$ cat src/rtl/cfg_loader_pkg.sv
package cfg_loader_pkg;
  localparam int M_W  = 9;
  localparam int N_W  = 2;
  localparam int T_W  = 3;
  localparam int SR_W = T_W + N_W + M_W;

  // Field order matches the serial stream: test bits arrive first, so they sit on top.
  typedef struct packed {
    logic [T_W-1:0] t;
    logic [N_W-1:0] n;
    logic [M_W-1:0] m;
  } cfg_t;
endpackage

$ cat src/rtl/cfg_sync.sv
module cfg_sync #(
  parameter int            W       = 1,
  parameter int            STAGES  = 2,
  parameter logic [W-1:0]  RST_VAL = '0
) (
  input  logic         clk,
  input  logic         rst_n,
  input  logic [W-1:0] d,
  output logic [W-1:0] q
);
  genvar i;
  generate
    for (i = 0; i < STAGES; i++) begin : g_stg
      logic [W-1:0] q_r;
      logic [W-1:0] q_d;
      if (i == 0) begin : g_first
        always_comb q_d = d;
      end else begin : g_next
        always_comb q_d = g_stg[i-1].q_r;
      end
      always_ff @(posedge clk or negedge rst_n) begin
        if (!rst_n) q_r <= RST_VAL;
        else        q_r <= q_d;
      end
    end
  endgenerate

  assign q = g_stg[STAGES-1].q_r;
endmodule

$ cat src/rtl/cfg_shreg.sv
module cfg_shreg
  import cfg_loader_pkg::*;
(
  input  logic            clk,
  input  logic            rst_n,
  input  logic            sclk_s,
  input  logic            sdat_s,
  output logic [SR_W-1:0] sr_q,
  output logic            shift_ev
);
  logic            prev_q;
  logic [SR_W-1:0] sr_d;

  always_comb begin
    shift_ev = sclk_s & ~prev_q;
    sr_d     = {sr_q[SR_W-2:0], sdat_s};
  end

  always_ff @(posedge clk or negedge rst_n) begin
    if (!rst_n) prev_q <= 1'b0;
    else        prev_q <= sclk_s;
  end

  always_ff @(posedge clk or negedge rst_n) begin
    if (!rst_n)        sr_q <= '0;
    else if (shift_ev) sr_q <= sr_d;
  end
endmodule

$ cat src/rtl/cfg_bank.sv
module cfg_bank
  import cfg_loader_pkg::*;
(
  input  logic           clk,
  input  logic           rst_n,
  input  logic           pl_s,
  input  logic           sl_s,
  input  logic [M_W-1:0] pm_s,
  input  logic [N_W-1:0] pn_s,
  input  cfg_t           sr_cfg,
  output cfg_t           cfg_q
);
  logic par_we;
  logic ser_we;
  logic we;
  cfg_t cfg_d;

  // Parallel strobe low: parallel path is transparent and blocks the serial path.
  always_comb begin
    par_we = ~pl_s;
    ser_we = pl_s & sl_s;
    we     = par_we | ser_we;
    if (par_we) begin
      cfg_d.t = '0;
      cfg_d.n = pn_s;
      cfg_d.m = pm_s;
    end else begin
      cfg_d = sr_cfg;
    end
  end

  always_ff @(posedge clk or negedge rst_n) begin
    if (!rst_n)  cfg_q <= '0;
    else if (we) cfg_q <= cfg_d;
  end
endmodule

$ cat src/rtl/cfg_loader.sv
module cfg_loader
  import cfg_loader_pkg::*;
#(
  parameter int SYNC_STAGES = 2
) (
  input  logic           clk,
  input  logic           rst_n,
  input  logic           ser_clk,
  input  logic           ser_dat,
  input  logic           ser_ld,
  input  logic           par_ld,
  input  logic [M_W-1:0] par_m,
  input  logic [N_W-1:0] par_n,
  output logic [M_W-1:0] m_out,
  output logic [N_W-1:0] n_out,
  output logic [T_W-1:0] t_out,
  output logic           ser_tap
);
  localparam int SER_W = 3;
  localparam int PAR_W = 1 + M_W + N_W;

  logic [SER_W-1:0] ser_s;
  logic [PAR_W-1:0] par_s;
  logic             sclk_s, sdat_s, sl_s, pl_s;
  logic [M_W-1:0]   pm_s;
  logic [N_W-1:0]   pn_s;
  logic [SR_W-1:0]  sr_q;
  logic             shift_ev;
  cfg_t             cfg_q;

  // Serial lines idle low; parallel strobe and data idle high.
  cfg_sync #(.W(SER_W), .STAGES(SYNC_STAGES), .RST_VAL('0)) u_sync_ser (
    .clk(clk), .rst_n(rst_n), .d({ser_clk, ser_dat, ser_ld}), .q(ser_s)
  );
  cfg_sync #(.W(PAR_W), .STAGES(SYNC_STAGES), .RST_VAL({PAR_W{1'b1}})) u_sync_par (
    .clk(clk), .rst_n(rst_n), .d({par_ld, par_m, par_n}), .q(par_s)
  );

  assign {sclk_s, sdat_s, sl_s} = ser_s;
  assign {pl_s, pm_s, pn_s}     = par_s;

  cfg_shreg u_shreg (
    .clk(clk), .rst_n(rst_n), .sclk_s(sclk_s), .sdat_s(sdat_s),
    .sr_q(sr_q), .shift_ev(shift_ev)
  );

  cfg_bank u_bank (
    .clk(clk), .rst_n(rst_n), .pl_s(pl_s), .sl_s(sl_s),
    .pm_s(pm_s), .pn_s(pn_s), .sr_cfg(cfg_t'(sr_q)), .cfg_q(cfg_q)
  );

  assign m_out   = cfg_q.m;
  assign n_out   = cfg_q.n;
  assign t_out   = cfg_q.t;
  assign ser_tap = sr_q[SR_W-1];
endmodule

$ cat config.mk
export PLATFORM = sky130hd
export DESIGN_NAME = cfg_loader
export DESIGN_NICKNAME = d
export VERILOG_FILES = /design/src/rtl/cfg_loader_pkg.sv /design/src/rtl/cfg_sync.sv /design/src/rtl/cfg_shreg.sv /design/src/rtl/cfg_bank.sv /design/src/rtl/cfg_loader.sv
export SDC_FILE = /design/constraint.sdc
export NUM_CORES = 1
export LEC_CHECK = 0
export ABC_AREA = 1
export BUFFER_PORTS_ARGS = -buffer_cell sky130_fd_sc_hd__buf_2
export CAP_MARGIN = 20
export CORE_MARGIN = 8
export CORE_UTILIZATION = 32
export DETAILED_ROUTE_END_ITERATION = 8
export MAX_ROUTING_LAYER = met4
export PLACE_DENSITY = 0.54
export SYNTH_ARGS = -nofsm -noshare
export SYNTH_HDL_FRONTEND = slang
export SYNTH_HIERARCHICAL = 1
export SYNTH_SLANG_ARGS = --single-unit
$ cat constraint.sdc
create_clock -name clk -period 1.34 [get_ports clk]
set_input_delay 0.268 -clock clk [delete_from_list [all_inputs] [get_ports clk]]
set_output_delay 0.268 -clock clk [all_outputs]
set_load 0.02 [all_outputs]
### Yosys cells after proc, flatten, opt, wreduce, memory -nomap -nowiden

Index checks and enable logic that the tools add are counted.

| cells by class | value |
|---|---|
| mux-type cells | 1 |
| bitwise logic cells | 5 |

Operator list:

| kind | number |
|---|---|
| two-way mux 14 bit | 1 |
| AND 1 bit | 2 |
| NOT 1 bit | 2 |
| bitwise OR 1 bit | 1 |

| storage, ports and cells | value |
|---|---|
| flip-flop bits (word level) | 59 |
| input port bits | 17 |
| word-level logic and storage cells | 15 |

### Depth between registers and ports, before layout

| logic depth | value |
|---|---|
| depth in word-level cells | 2 |
| mapped depth | 5 |
| mapped depth without buffers | 4 |

### By module

Netlist, hierarchy kept.

Modules (own cells, without submodules):

| module | instances | cells an instance | area an instance (um^2) |
|---|---|---|---|
| cfg_bank | 1 | 77 | 660.6 |
| cfg_sync at u_sync_par | 1 | 24 | 630.6 |
| cfg_shreg | 1 | 63 | 588.1 |
| cfg_sync at u_sync_ser | 1 | 6 | 150.1 |

### Worst setup path after synthesis

No wires, ideal clock.

| timing path | value |
|---|---|
| kind | flip-flop to flip-flop |
| from | register u_sync_par.g_stg[1].q_r[11], in the netlist u_sync_par/q[11] |
| to | register, netlist name u_bank/cfg_q[0] |
| library setup time | 0.125 ns |
| data arrival time | 0.836 ns |
| data required time | 1.215 ns |
| setup slack | 0.379 ns |
| stages on the path, launching flop included | 5 |
| buffers on the path | 1 |
| period minus slack after synthesis | 0.961 ns |
| cells stage by stage | dfstp_2 -> inv_2 -> buf_6 -> nand2_1 -> nand3_1 |

| on the way | value |
|---|---|
| cells in the longest elaborated chain, start to end | 2 |

RTL lines:

| what | line | RTL |
|---|---|---|
| start, declared | cfg_sync.sv:14 | `logic [W-1:0] q_r;` |
| start signal, assigned | cfg_sync.sv:23 | `else q_r <= q_d;` |
| AND 1 bit or NOT 1 bit (tied branches) | cfg_bank.sv:21, cfg_bank.sv:20 |  |
| bitwise OR 1 bit | cfg_bank.sv:22 | `we = par_we \| ser_we;` |

Parallel ways exist; a longest one is shown, timed or not.
A chain may end at the register's enable or synchronous reset.

### Worst setup path after layout

| timing path | value |
|---|---|
| from | register, netlist name u_bank/cfg_q[2] |
| to | output m_out[2] |

RTL lines:

| what | line | RTL |
|---|---|---|
| end, declared | cfg_loader.sv:14 | `output logic [M_W-1:0] m_out,` |

No word-level cell between the ends.

==> results.py <==
metrics = {
    "worst_setup_path": {
        "r2r_cells": 3,
        "crit_path_start_kind": "flop",
        "r2r-start": "u_sync_par/q[11]",
        "crit_fanout": 2,
        "crit_slowest_cell": "dfrtp_1",
        "critPathMaxStageDelay_ps": 400,
        "crit_arrival_ps": 890,
        "cp.required_ps": 1070,
        "cpLargestDelayFamily": "flip-flops",
        "r2r-end": "u_bank/cfg_q[8]",
        "crit_buf_inv": 1,
        "crit_type": "flop to output port",
        "crit_path_start": "u_bank/cfg_q[2]",
        "r2r_setup_slack_ps": 190,
        "worst_setup_path_end_kind": "output port",
        "path_cells": "buf_2",
    },
    "sta": {
        "whs_ps": 35.8,
        "clock.fmax_mhz": 863,
        "slew_headroom_pct": 78.5,
        "final.setup.tns_ps": 0,
        "setup_violations": 0,
        "post-route-period-util_pct": 86.5,
        "rsz0062_at_grt": "no",
        "skew_ps": 11.8,
        "tightestPinTransition_ps": 323,
        "slew_viol_final": 0,
        "min_period_ps": 1160,
        "final_hold_viol_count": 0,
    },
    "clock_network": {
        "h-tree-depth": 3,
        "cts_buffer_depth": 2,
        "cts_tree": "yes",
        "postCtsSetupBuffers": 0,
        "cts.repair.resized": 0,
        "cts_buffers": 9,
        "clk_latency_ps": 330,
        "cts-root-buf": "clkbuf_8",
        "numClockSinks": 59,
        "path_clk_slew_ps": 70,
    },
    "cells_and_area": {
        "final_common_cell": "nand2_1",
        "finalNonFillerCells": 291,
        "final_cell_mix": "49 x nand2_1, 47 x nand3_1, 35 x dfrtp_1",
        "antennaDiodeCount": 0,
        "nFillCells": 637,
        "fin_nets": 226,
        "finalInstanceArea_um2": 2490,
        "drive_gt1_share_pct": 37.4,
        "syn_to_final_growth_pct": 23.0,
        "final_core_util_pct": 39.9,
    },
    "placement": {
        "dp.cells": 274,
        "hpwl_um": 2530,
        "gp_congestion": 0.739,
        "place_area_um2": 2250,
        "numPortBuffers": 31,
    },
    "global_route": {
        "antenna_found_initial": 0,
        "grt_pass1_vias": 1305,
        "overflow": 0,
        "grt_pass1_wl_um": 6500,
        "track_usage_pct": 10.0,
        "grt_max_degree": 60,
    },
    "pwr": {
        "max-vdd-ir-drop_mv": 0.770,
        "p_leak_nw": 1.24,
        "intPower_w": 0.00325,
        "seqPwrFrac_pct": 49.4,
        "power.share.clock_pct": 42.0,
        "power.switching_w": 0.000998,
        "combPwrFrac_pct": 8.5,
        "p_sw_share_pct": 23.5,
        "powerDensity_nw_per_um2": 1710,
    },
    "floorplanning": {
        "design.core.area_um2": 6240,
        "die_y_um": 95.6,
        "pin_count": 32,
        "dieArea_um2": 9130,
        "rows": 29,
        "die_w_um": 95.6,
        "initial_core_util_pct": 32.5,
    },
    "synth": {
        "synth_cells": 169,
        "synth_nets": 186,
        "syn_area_um2": 2030,
        "synth.avg_cell_area_um2": 12.0,
        "yosys_warnings": 6,
    },
    "routing": {
        "wl_per_cell_um": 13.4,
        "ant_nets": 0,
        "firstDrtPassIters": 4,
        "drt_iter0_markers": 93,
        "via_count": 1288,
        "routed_wl_um": 3900,
        "drcViolationCount": 0,
        "via_per_inst": 4.43,
    },
    "min_path": {
        "hold_depth": 1,
        "min_to": "u_sync_par/g_stg[0].q_r[9]",
        "hp-start": "par_m[7]",
        "hp-class": "input port to flop",
    },
    "flow_run": {
        "maxCapViolCount": 0,
    },
    "outcome": {
        "status": "finished, final reports clean",
    },
}
## sequential cells by signal (all words and copies together) (netlist names)
| register | count |
|---|---|
| u_bank/cfg_q | 14 |
| u_shreg/prev_q | 1 |
| u_shreg/sr_q | 14 |
| u_sync_par/g_stg.q_r | 12 |
| u_sync_par/q | 12 |
| u_sync_ser/g_stg.q_r | 3 |
| u_sync_ser/q | 3 |
## power by group through the flow
stage | clock (W) | sequential [W] | combinational (W)
2_1_floorplan | 0 | 0.00216 | 0.000164
3_5_place_dp | 0 | 0.00213 | 0.000370
6_report | 0.00179 | 0.00210 | 0.000362
4_1_cts | 0.00184 | 0.00211 | 0.000372
5_1_grt | 0.00194 | 0.00212 | 0.000412
3_3_place_gp | 0 | 0.00213 | 0.000360
## metrics by stage
step / setup slack (ps) / power, W
2_1_floorplan: 379 / 0.00232
3_3_place_gp: 242 / 0.00249
3_5_place_dp: 214 / 0.00250
4_1_cts: 154 / 0.00432
5_1_grt: 125 / 0.00448
6_report: 181 / 0.00425
## final cells by class
cell class,instances,area [µm²],area share (%)
flip-flops and latches,59,1510,60.5
multi-input cells,98,432,17.3
repair buffers,37,215,8.64
clock buffers,11,151,6.08
well taps,77,96.3,3.87
clock inverters,5,75.1,3.01
inverters,4,15.0,0.603
## how the worst max path moves through the flow
stage,slack (ps),cells after the start,to
global placement,240,3,u_bank/cfg_q[8]
floorplan,380,4,u_bank/cfg_q[0]
CTS,150,1,ser_tap
detailed placement,210,3,u_bank/cfg_q[8]
finish,180,1,m_out[2]
global route,130,1,ser_tap
## metal layers
layer  vias up  track usage, %  part of all wire, %
li1        633               -                    -
met1       621            12.2                   48
met2        30            13.8                   47
met3         4            3.86                  3.8
met4         0            5.76                 0.98
met5         -               -                    0
## repair_timing
| item | in CTS | in global routing |
|---|---|---|
| endpoints found under the setup margin | 0 | 0 |
| hold endpoints to repair | 35 | 0 |
| hold buffers | 1 | 0 |
(Power assumes the default switching activity.)
